$ cat src/rtl/drd_pkg.sv
package drd_pkg;

  localparam logic [2:0] TERM_NORMAL = 3'd0;
  localparam logic [2:0] TERM_RETRY  = 3'd1;
  localparam logic [2:0] TERM_DISC   = 3'd2;
  localparam logic [2:0] TERM_TABORT = 3'd3;
  localparam logic [2:0] TERM_MABORT = 3'd4;

  localparam logic [1:0] CPL_DATA    = 2'd0;
  localparam logic [1:0] CPL_MABORT  = 2'd1;
  localparam logic [1:0] CPL_TABORT  = 2'd2;
  localparam logic [1:0] CPL_TIMEOUT = 2'd3;

  typedef enum logic [1:0] {ST_IDLE, ST_ISSUE, ST_WAIT, ST_CPL} drd_state_e;

  // length of one bus attempt: a full request only when prefetching is allowed
  function automatic logic [15:0] attempt_len(input logic pref, input logic [15:0] want);
    return pref ? want : 16'd1;
  endfunction

  // DWORDs actually usable: transfers capped at the attempt length
  function automatic logic [15:0] usable(input logic [15:0] xfers, input logic [15:0] len);
    return (xfers > len) ? len : xfers;
  endfunction

  // no data moved: the attempt has to be repeated
  function automatic logic empty_attempt(input logic [2:0] term, input logic [15:0] xfers);
    case (term)
      TERM_NORMAL, TERM_DISC: return (xfers == 16'd0);
      TERM_TABORT, TERM_MABORT: return 1'b0;
      default: return 1'b1;
    endcase
  endfunction

endpackage

$ cat src/rtl/drd_attempt_ctr.sv
module drd_attempt_ctr #(
  parameter int LIMIT = 1 << 24
) (
  input  logic clk,
  input  logic rst_n,
  input  logic clr,
  input  logic inc,
  output logic last_hit
);
  localparam int CTRW = $clog2(LIMIT + 1);
  localparam logic [CTRW-1:0] LAST = CTRW'(LIMIT - 1);

  logic [CTRW-1:0] cnt_q;

  assign last_hit = inc && (cnt_q == LAST);

  always_ff @(posedge clk) begin
    if (!rst_n)               cnt_q <= '0;
    else if (clr || last_hit) cnt_q <= '0;
    else if (inc)             cnt_q <= cnt_q + 1'b1;
  end

  assert_ctr_bound_R9: assert property (@(posedge clk) disable iff (!rst_n)
    cnt_q <= LAST);
  assert_ctr_wrap_R9: assert property (@(posedge clk) disable iff (!rst_n)
    last_hit |=> (cnt_q == '0));
endmodule

$ cat src/rtl/drd_resp_sel.sv
module drd_resp_sel
  import drd_pkg::*;
#(
  parameter int CW = 8
) (
  input  logic [2:0]    term,
  input  logic [CW-1:0] xfers,
  input  logic          pref,
  input  logic [CW-1:0] want,
  input  logic [CW-1:0] len,
  input  logic          exhausted,
  output logic          no_data,
  output logic          terminal,
  output logic [1:0]    code,
  output logic [CW-1:0] count,
  output logic          disc,
  output logic          tabort_evt
);
  logic [CW-1:0] got;

  always_comb begin
    no_data    = empty_attempt(term, 16'(xfers));
    got        = CW'(usable(16'(xfers), 16'(len)));
    terminal   = !no_data || exhausted;
    code       = CPL_DATA;
    count      = got;
    disc       = 1'b0;
    tabort_evt = 1'b0;
    if (no_data) begin
      code  = CPL_TIMEOUT;
      count = '0;
    end else begin
      case (term)
        TERM_MABORT: begin
          code  = CPL_MABORT;
          count = '0;
        end
        TERM_TABORT: begin
          code       = CPL_TABORT;
          count      = '0;
          tabort_evt = 1'b1;
        end
        TERM_NORMAL: disc = pref ? (want > got) : 1'b1;
        default:     disc = (want > got);
      endcase
    end
  end
endmodule

$ cat src/rtl/drd_status.sv
module drd_status (
  input  logic clk,
  input  logic rst_n,
  input  logic tabort_evt,
  input  logic exhaust_evt,
  input  logic serr_en,
  output logic tgt_rcvd_tabort,
  output logic ini_sig_tabort,
  output logic serr_pulse
);
  always_ff @(posedge clk) begin
    if (!rst_n) begin
      tgt_rcvd_tabort <= 1'b0;
      ini_sig_tabort  <= 1'b0;
      serr_pulse      <= 1'b0;
    end else begin
      if (tabort_evt) begin
        tgt_rcvd_tabort <= 1'b1;
        ini_sig_tabort  <= 1'b1;
      end
      serr_pulse <= exhaust_evt && serr_en;
    end
  end

  assert_rta_sticky_R8: assert property (@(posedge clk) disable iff (!rst_n)
    tgt_rcvd_tabort |=> tgt_rcvd_tabort);
  assert_sta_sticky_R8: assert property (@(posedge clk) disable iff (!rst_n)
    ini_sig_tabort |=> ini_sig_tabort);
  assert_serr_single_R9: assert property (@(posedge clk) disable iff (!rst_n)
    serr_pulse |=> !serr_pulse);
endmodule

$ cat src/rtl/drd_retry_ctrl.sv
module drd_retry_ctrl
  import drd_pkg::*;
#(
  parameter int AW    = 32,
  parameter int CW    = 8,
  parameter int LIMIT = 1 << 24
) (
  input  logic          clk,
  input  logic          rst_n,
  input  logic          req_valid,
  output logic          req_ready,
  input  logic [AW-1:0] req_addr,
  input  logic [3:0]    req_cmd,
  input  logic          req_pref,
  input  logic [CW-1:0] req_dwords,
  input  logic          cfg_serr_en,
  output logic          att_start,
  output logic [AW-1:0] att_addr,
  output logic [3:0]    att_cmd,
  output logic [CW-1:0] att_dwords,
  input  logic          att_done,
  input  logic [2:0]    att_term,
  input  logic [CW-1:0] att_xfers,
  output logic          cpl_valid,
  output logic [1:0]    cpl_code,
  output logic [CW-1:0] cpl_count,
  output logic          cpl_disc,
  input  logic          cpl_ack,
  output logic          tgt_rcvd_tabort,
  output logic          ini_sig_tabort,
  output logic          serr_pulse
);
  drd_state_e    state_q;
  logic [AW-1:0] addr_q;
  logic [3:0]    cmd_q;
  logic          pref_q;
  logic [CW-1:0] want_q;
  logic [CW-1:0] len_q;
  logic [1:0]    code_q;
  logic [CW-1:0] count_q;
  logic          disc_q;

  // named internal events
  logic          accept_evt;
  logic          done_evt;
  logic          no_data;
  logic          terminal;
  logic          exhaust_hit;
  logic          tabort_sel;
  logic [1:0]    sel_code;
  logic [CW-1:0] sel_count;
  logic          sel_disc;

  assign accept_evt = (state_q == ST_IDLE) && req_valid;
  assign done_evt   = (state_q == ST_WAIT) && att_done;

  drd_attempt_ctr #(.LIMIT(LIMIT)) u_ctr (
    .clk      (clk),
    .rst_n    (rst_n),
    .clr      (accept_evt),
    .inc      (done_evt && no_data),
    .last_hit (exhaust_hit)
  );

  drd_resp_sel #(.CW(CW)) u_sel (
    .term       (att_term),
    .xfers      (att_xfers),
    .pref       (pref_q),
    .want       (want_q),
    .len        (len_q),
    .exhausted  (exhaust_hit),
    .no_data    (no_data),
    .terminal   (terminal),
    .code       (sel_code),
    .count      (sel_count),
    .disc       (sel_disc),
    .tabort_evt (tabort_sel)
  );

  drd_status u_stat (
    .clk             (clk),
    .rst_n           (rst_n),
    .tabort_evt      (done_evt && tabort_sel),
    .exhaust_evt     (done_evt && exhaust_hit),
    .serr_en         (cfg_serr_en),
    .tgt_rcvd_tabort (tgt_rcvd_tabort),
    .ini_sig_tabort  (ini_sig_tabort),
    .serr_pulse      (serr_pulse)
  );

  always_ff @(posedge clk) begin
    if (!rst_n) begin
      state_q <= ST_IDLE;
      addr_q  <= '0;
      cmd_q   <= '0;
      pref_q  <= 1'b0;
      want_q  <= '0;
      len_q   <= '0;
      code_q  <= CPL_DATA;
      count_q <= '0;
      disc_q  <= 1'b0;
    end else begin
      case (state_q)
        ST_IDLE: if (req_valid) begin
          addr_q  <= req_addr;
          cmd_q   <= req_cmd;
          pref_q  <= req_pref;
          want_q  <= req_dwords;
          len_q   <= CW'(attempt_len(req_pref, 16'(req_dwords)));
          state_q <= ST_ISSUE;
        end
        ST_ISSUE: state_q <= ST_WAIT;
        ST_WAIT: if (att_done) begin
          if (terminal) begin
            code_q  <= sel_code;
            count_q <= sel_count;
            disc_q  <= sel_disc;
            state_q <= ST_CPL;
          end else begin
            state_q <= ST_ISSUE;
          end
        end
        default: if (cpl_ack) state_q <= ST_IDLE;
      endcase
    end
  end

  assign req_ready  = (state_q == ST_IDLE);
  assign att_start  = (state_q == ST_ISSUE);
  assign att_addr   = addr_q;
  assign att_cmd    = cmd_q;
  assign att_dwords = len_q;
  assign cpl_valid  = (state_q == ST_CPL);
  assign cpl_code   = code_q;
  assign cpl_count  = count_q;
  assign cpl_disc   = disc_q;

  assert_cpl_hold_R10: assert property (@(posedge clk) disable iff (!rst_n)
    (cpl_valid && !cpl_ack) |=> (cpl_valid && $stable(cpl_code) && $stable(cpl_count) && $stable(cpl_disc)));
  assert_busy_R10: assert property (@(posedge clk) disable iff (!rst_n)
    cpl_valid |-> (!att_start && !req_ready));
  assert_start_single_R3: assert property (@(posedge clk) disable iff (!rst_n)
    att_start |=> !att_start);
  assert_attempt_stable_R2: assert property (@(posedge clk) disable iff (!rst_n)
    (!req_ready && !$past(req_ready)) |-> ($stable(att_addr) && $stable(att_cmd) && $stable(att_dwords)));
  assert_data_count_R4: assert property (@(posedge clk) disable iff (!rst_n)
    (cpl_valid && cpl_code == CPL_DATA) |-> (cpl_count != '0 && cpl_count <= att_dwords));
  assert_serr_cpl_R9: assert property (@(posedge clk) disable iff (!rst_n)
    serr_pulse |-> ($rose(cpl_valid) && cpl_code == CPL_TIMEOUT));
endmodule

$ cat config.mk
export PLATFORM = sky130hd
export DESIGN_NAME = drd_retry_ctrl
export DESIGN_NICKNAME = d
export VERILOG_FILES = /design/src/rtl/drd_pkg.sv /design/src/rtl/drd_attempt_ctr.sv /design/src/rtl/drd_resp_sel.sv /design/src/rtl/drd_status.sv /design/src/rtl/drd_retry_ctrl.sv
export SDC_FILE = /design/constraint.sdc
export NUM_CORES = 1
export LEC_CHECK = 0
export ABC_AREA = 1
export BUFFER_PORTS_ARGS = -buffer_cell sky130_fd_sc_hd__buf_2
export CAP_MARGIN = 5
export CORE_MARGIN = 1.5
export CORE_UTILIZATION = 47
export DETAILED_ROUTE_END_ITERATION = 12
export PLACE_DENSITY = 0.77
export SETUP_SLACK_MARGIN = 0.2
export SKIP_LAST_GASP = 1
export SLEW_MARGIN = 20
export SYNTH_ARGS = -nofsm -noshare
export SYNTH_HDL_FRONTEND = slang
export SYNTH_SLANG_ARGS = --single-unit
$ cat constraint.sdc
create_clock -name clk -period 2.64 [get_ports clk]
set_clock_uncertainty 0.2 [all_clocks]
set_input_delay 0.528 -clock clk [delete_from_list [all_inputs] [get_ports clk]]
set_output_delay 0.528 -clock clk [all_outputs]
set_load 0.02 [all_outputs]
# Word level (Yosys, flattened, before mapping)
# Cells that the tools add are included.
word_totals:
  register_bits: 93
  latch_bits: 0
  mem_bits_rw: 0
  romBits: 0
  in_bits: 62
  elab_cells: 62
  memories: 0
op_classes:
  addsub: 1
  n_mul: 0
  div: 0
  magnitude_cmp: 2
  eq_ne: 9
  shifts: 0
  n_mux: 17
  bitwise: 1
  reduce_logical: 20
ops:
  columns: ["cell", "n"]
  rows:
  - ["$mux W8", 4]
  - ["$add A25 B1 Y25 const B", 1]
  - ["$eq A25 B24 Y1 const B", 1]
  - ["$gt A8 B8 Y1", 2]
  - ["$mux W2", 5]
  - ["$logic_not A8 Y1", 1]
  - ["$logic_and A1 B1 Y1", 7]
  - ["$eq A3 B2 Y1 const B", 2]
  - ["$pmux W2 S3", 1]
  - ["$reduce_and A3 Y1", 2]
  - ["$reduce_or A2 Y1", 3]
  - ["$eq A2 B2 Y1 const B", 2]
  - ["$mux W1", 4]
  - ["$ne A2 B2 Y1 const B", 2]
  - ["$pmux W1 S2", 2]
  - ["$pmux W2 S2", 1]
  - ["$reduce_bool A4 Y1", 1]
  - ["$eq A3 B3 Y1 const B", 1]
  - ["$logic_not A3 Y1", 1]
  - ["$eq A2 B1 Y1 const B", 1]
  - ["$logic_not A2 Y1", 1]
  - ["$logic_or A1 B1 Y1", 2]
  - ["$reduce_and A2 Y1", 1]
  - ["$logic_not A1 Y1", 1]
  - ["$not A1 Y1", 1]

# Logic depth before layout (Yosys ltp)
depth:
  depth_word: 9
  depth_mapped: 22
  depth_no_buf: 22

# Modules after synthesis
# Synthesis repeated with hierarchy kept, for this count alone.
hier_totals:
  cells_unflattened: 657
  hier_area_um2: 4655.7
modules_own_cells:
  columns: ["mod", "instances", "cells_per_inst", "area_per_inst_um2", "seq_area_each_um2"]
  rows:
  - ["drd_retry_ctrl", 1, 334, 2498.6, 1321.3]
  - ["drd_attempt_ctr", 1, 193, 1327.5, 500.5]
  - ["drd_resp_sel", 1, 122, 763.2, 0.0]
  - ["drd_status", 1, 8, 66.3, 40.0]

# Worst setup path after synthesis
# No wires, ideal clock.
synth_timing:
  path_type: "flip-flop to flip-flop"
  from: "reg len_q[7] (netlist: att_dwords[7])"
  to: "reg disc_q (netlist: cpl_disc)"
  setup_ps: 70
  arrival_time_ps: 2443
  required_ps: 2370
  path_slack_ps: -73
  path_stages_with_launch: 19
  path_buffers: 0
  period_less_slack_ps: 2713
  cell_sequence: "dfxtp_1 > inv_1 > ha_1 > nand2_1 > nor2_1 > nand4_1 > nand2_1 > nand2_1 > and2_1 > ha_1 > inv_1 > a21oi_1 > o21ai_0 > nand2_1 > nand2_1 > nand2_1 > nand2_1 > nand2_1 > a21oi_1"
synth_via:
  elab_chain_cells: 6
synth_rtl:
  columns: ["element", "line", "text"]
  rows:
  - ["from (decl)", "drd_retry_ctrl.sv:38", "logic [CW-1:0] len_q;"]
  - ["from (signal assigned)", "drd_retry_ctrl.sv:109", "len_q <= CW'(attempt_len(req_pref, 16'(req_dwords)));"]
  - ["$gt A8 B8 Y1", "drd_pkg.sv:23", "return (xfers > len) ? len : xfers;"]
  - ["$mux W8 (*)", "drd_pkg.sv:23", null]
  - ["$gt A8 B8 Y1 (*)", "drd_resp_sel.sv:43, drd_resp_sel.sv:44", null]
  - ["$mux W1", "drd_resp_sel.sv:43", "TERM_NORMAL: disc = pref ? (want > got) : 1'b1;"]
  - ["$pmux W1 S2 (*)", "drd_resp_sel.sv:33", "case (term)"]
  - ["$mux W1 (*)", "drd_resp_sel.sv:29", "if (no_data) begin"]
  - ["to (signal assigned)", "drd_retry_ctrl.sv:117", "disc_q <= sel_disc;"]
  - ["to (decl)", "drd_retry_ctrl.sv:41", "logic disc_q;"]
# Every way passes the cells marked *; elsewhere a longest branch is shown, timed or not.
# A chain may end at the register's enable or synchronous reset.

# Final worst setup path
layout_timing:
  from: "reg len_q[5] (netlist: att_dwords[5])"
  to: "reg disc_q (netlist: cpl_disc)"
# Same word-level chain as after synthesis.

==> impl_metrics.csv <==
group,metric,value,unit
cells_and_area,utilization,65.9,%
floorplanning,initial_utilization,48.6,%
sta,max_clock_freq,0.364,GHz
power_and_ir_drop,p_per_area,581,nW/um2
route,vias,4862,
placed_design,io_buffers,122,
grt,grt_max_degree,42,
hold_path,hold_depth,3,
placed_design,preCtsSetupSlack,-0.194,ns
power_and_ir_drop,ir_worst_vdd,428,uV
critical_path,worstPathRequired,2.73,ns
sta,slew_violations,0,
placed_design,place.gp.congestion,0.925,
yosys,synthesis.nets,731,
route,drt_iter0_markers,404,
sta,hold_viol,0,
sta,timing.slew.headroom,59.6,%
hold_path,holdPathEnd,"u_stat.serr_pulse$_SDFF_PN0_",
sta,layout_setup_ws,-0.107,ns
cells_and_area,multi_input_area,2660,um2
sta,worstMarginPinSlew,0.604,ns
route,wl_per_cell,14.5,um
cells_and_area,area_delta_synth_final,35.5,%
sta,setup_viol_count_final,1,
route,drc,0,
cells_and_area,fin_nets,885,
grt,grt_pass1_vias,4559,
yosys,ys_ff_latch,93,
clock_tree,insertion_delay,0.36,ns
cells_and_area,final_common_cell,"nor2_1",
clock_tree,path_clk_slew,0.10,ns
clock_tree,cts_root_buf,"clkbuf_8",
cells_and_area,final_area,6090,um2
floorplanning,floorplan.rows,35,
clock_tree,ctsHoldBuffers,0,
hold_path,min-delay-start,"cfg_serr_en",
yosys,synthCells,652,
critical_path,endpoint_kind,"register",
floorplanning,dieHeight,101,um
run,maxCapViolations,0,
yosys,yosysSeqAreaShare,41.4,%
grt,antenna_found_initial,0,
cells_and_area,layout_common_cells,"136 x nor2_1, 128 x nand2_1, 122 x buf_2",
yosys,netlist_area,4490,um2
grt,grt.overflow.total,0,
sta,rsz0062_at_grt,"yes",
critical_path,reg2regPathDepth,17,
route,dr.pass1.iters,5,
sta,fin_crit,2.75,ns
placed_design,placed_area,5430,um2
clock_tree,htreeDepth,3,
critical_path,reg2reg_from,"att_dwords[5]$_SDFFE_PN0P_",
hold_path,holdCritPathClass,"primary input to register",
grt,grt_pass1_wl,20.2,mm
critical_path,rr_endpoint,"cpl_disc$_SDFFE_PN0P_",
yosys,yosysWarnings,0,
floorplanning,io-pin-count,123,
yosys,synth_cell_types,38,
critical_path,worstSetupPathType,"register to register",
yosys,synth_edf_count,0,
cells_and_area,register_area,1870,um2
critical_path,worstPathMaxFanout,8,
placed_design,dpl.hpwl,8.94,mm
cells_and_area,num_antenna_cells,0,
critical_path,start_kind,"register",
sta,min_period_over_period,104,%
floorplanning,die-area,10200,um2
floorplanning,core-area,9240,um2
critical_path,r2r_setup_slack,-0.11,ns
route,ant_nets,0,
sta,whs,0.201,ns
clock_tree,cts_buffer_depth,2,
power_and_ir_drop,design_power_total,0.00354,W
route,drt-total-wl,13.7,mm
status,status,"finished with violations",
floorplanning,fp.dieW,101,um
grt,grt_util_all_layers,24.6,%
clock_tree,numCtsBuffers,9,
yosys,synth-main-ff-cell,"dfxtp_1",
power_and_ir_drop,p_leak,2.76,nW
yosys,syn_avg_cell_area,6.89,um2
critical_path,worstPathArrival,2.84,ns
status,violations,"setup timing",
cells_and_area,nFillCells,731,
route,vias_per_cell,5.17,
clock_tree,cts_tree,"done",
clock_tree,clock-sinks,93,
yosys,async_flop_share,0,%
cells_and_area,drive_gt1_share,32.7,%
[sequential cells by signal, summed over array words and instances, names as in the netlist]
signal	flops
att_addr	32
u_ctr.cnt_q	25
att_dwords	8
cpl_count	8
want_q	8
att_cmd	4
cpl_code	2
state_q	2
cpl_disc	1
pref_q	1
u_stat.serr_pulse	1
u_stat.tgt_rcvd_tabort	1
[logic make-up (layout without fill, tap and decap cells)]
group,Yosys count,in the layout,share of synthesized area [%]
and+or+nand+nor,339,339,30.8
AOI/OAI and AO/OA,108,108,13.0
DFF,93,93,41.4
buffers and inverters,81,240,7.30
xor gates and xnor gates,14,14,2.73
adders and majority gates,17,17,4.74
[Yosys cell counts (2+ instances only)]
| cell type | instances | share of area, % |
|---|---|---|
| nand2_2 | 4 | 0.56 |
| o21ai_1 | 3 | 0.33 |
| inv_1 | 53 | 4.4 |
| nor3_1 | 6 | 0.67 |
| a21boi_0 | 2 | 0.33 |
| dfxtp_1 | 93 | 41 |
| nor2_1 | 138 | 12 |
| ha_1 | 17 | 4.7 |
| o22ai_1 | 7 | 0.97 |
| or2_2 | 3 | 0.42 |
| a21oi_1 | 37 | 4.1 |
| nand3_1 | 27 | 3.0 |
| a211oi_1 | 2 | 0.33 |
| nand4_1 | 4 | 0.56 |
| nand2_1 | 146 | 12 |
| xor2_1 | 10 | 1.9 |
| xnor2_1 | 4 | 0.78 |
| nand3b_1 | 2 | 0.33 |
| clkbuf_1 | 13 | 1.1 |
| inv_2 | 4 | 0.33 |
| nor2_2 | 3 | 0.42 |
| nor3b_1 | 2 | 0.33 |
| buf_4 | 5 | 0.84 |
| buf_2 | 4 | 0.45 |
| o21ai_0 | 50 | 5.6 |
[worst max-delay path by stage]
stage | startpoint | to | slack, ns
finish | att_dwords[5]$_SDFFE_PN0P_ | cpl_disc$_SDFFE_PN0P_ | -0.11
floorplan | att_xfers[6] | cpl_disc$_SDFFE_PN0P_ | 0.04
global route | att_dwords[5]$_SDFFE_PN0P_ | cpl_disc$_SDFFE_PN0P_ | -0.20
global placement | att_xfers[6] | cpl_disc$_SDFFE_PN0P_ | -0.09
CTS | att_dwords[2]$_SDFFE_PN0P_ | cpl_disc$_SDFFE_PN0P_ | 0.17
detailed placement | att_xfers[7] | cpl_disc$_SDFFE_PN0P_ | -0.19
[per-layer routing]
layer	track usage, %	vias to the layer above	part of all wire [%]
li1	-	2393	-
met1	30.8	2190	41
met2	42.3	228	48
met3	4.99	51	6.6
met4	7.80	0	3.4
met5	0	-	0
[per-stage QoR]
stage,cells,setup TNS (ns)
floorplan,652,0
global placement,912,-0.0896
detailed placement,912,-0.194
CTS,936,0
global route,940,-0.200
finish,940,-0.107
[worst max-delay path, cell delays in order (launching register included)]
cell,delay (ns)
dfxtp_2,0.37
inv_4,0.05
ha_4,0.26
nand2_2,0.06
nor2_4,0.11
nand4_1,0.24
buf_6,0.26
nand3_2,0.11
nand2_2,0.07
ha_4,0.27
nand2_2,0.07
nor2_2,0.13
nand2_1,0.07
nand2_1,0.06
nand2_1,0.06
nand2_1,0.06
nand2_1,0.05
a21oi_1,0.15
[cell type report]
class / count / area share (%)
inverters: 58 / 3.70
repair buffers: 166 / 16.1
multi-input cells: 478 / 43.7
flip-flops and latches: 93 / 30.7
clock inverters: 7 / 1.09
clock buffers: 9 / 2.03
well taps: 129 / 2.65
[power breakdown]
group	switching, W	leakage [nW]	total [W]	internal [W]
logic	0.000616	1.90	0.00104	0.000421
clock network	0.000549	0.0953	0.000914	0.000365
registers	0.0000750	0.764	0.00159	0.00151
[what timing repair did]
item,4_1_cts,5_1_grt
resized for setup,36,44
endpoints found under the setup margin,1,2
pin swaps,18,26
setup buffers,8,4
hold endpoints to repair,0,0
gates cloned,0,0
Power figures use the tool's default switching activity.
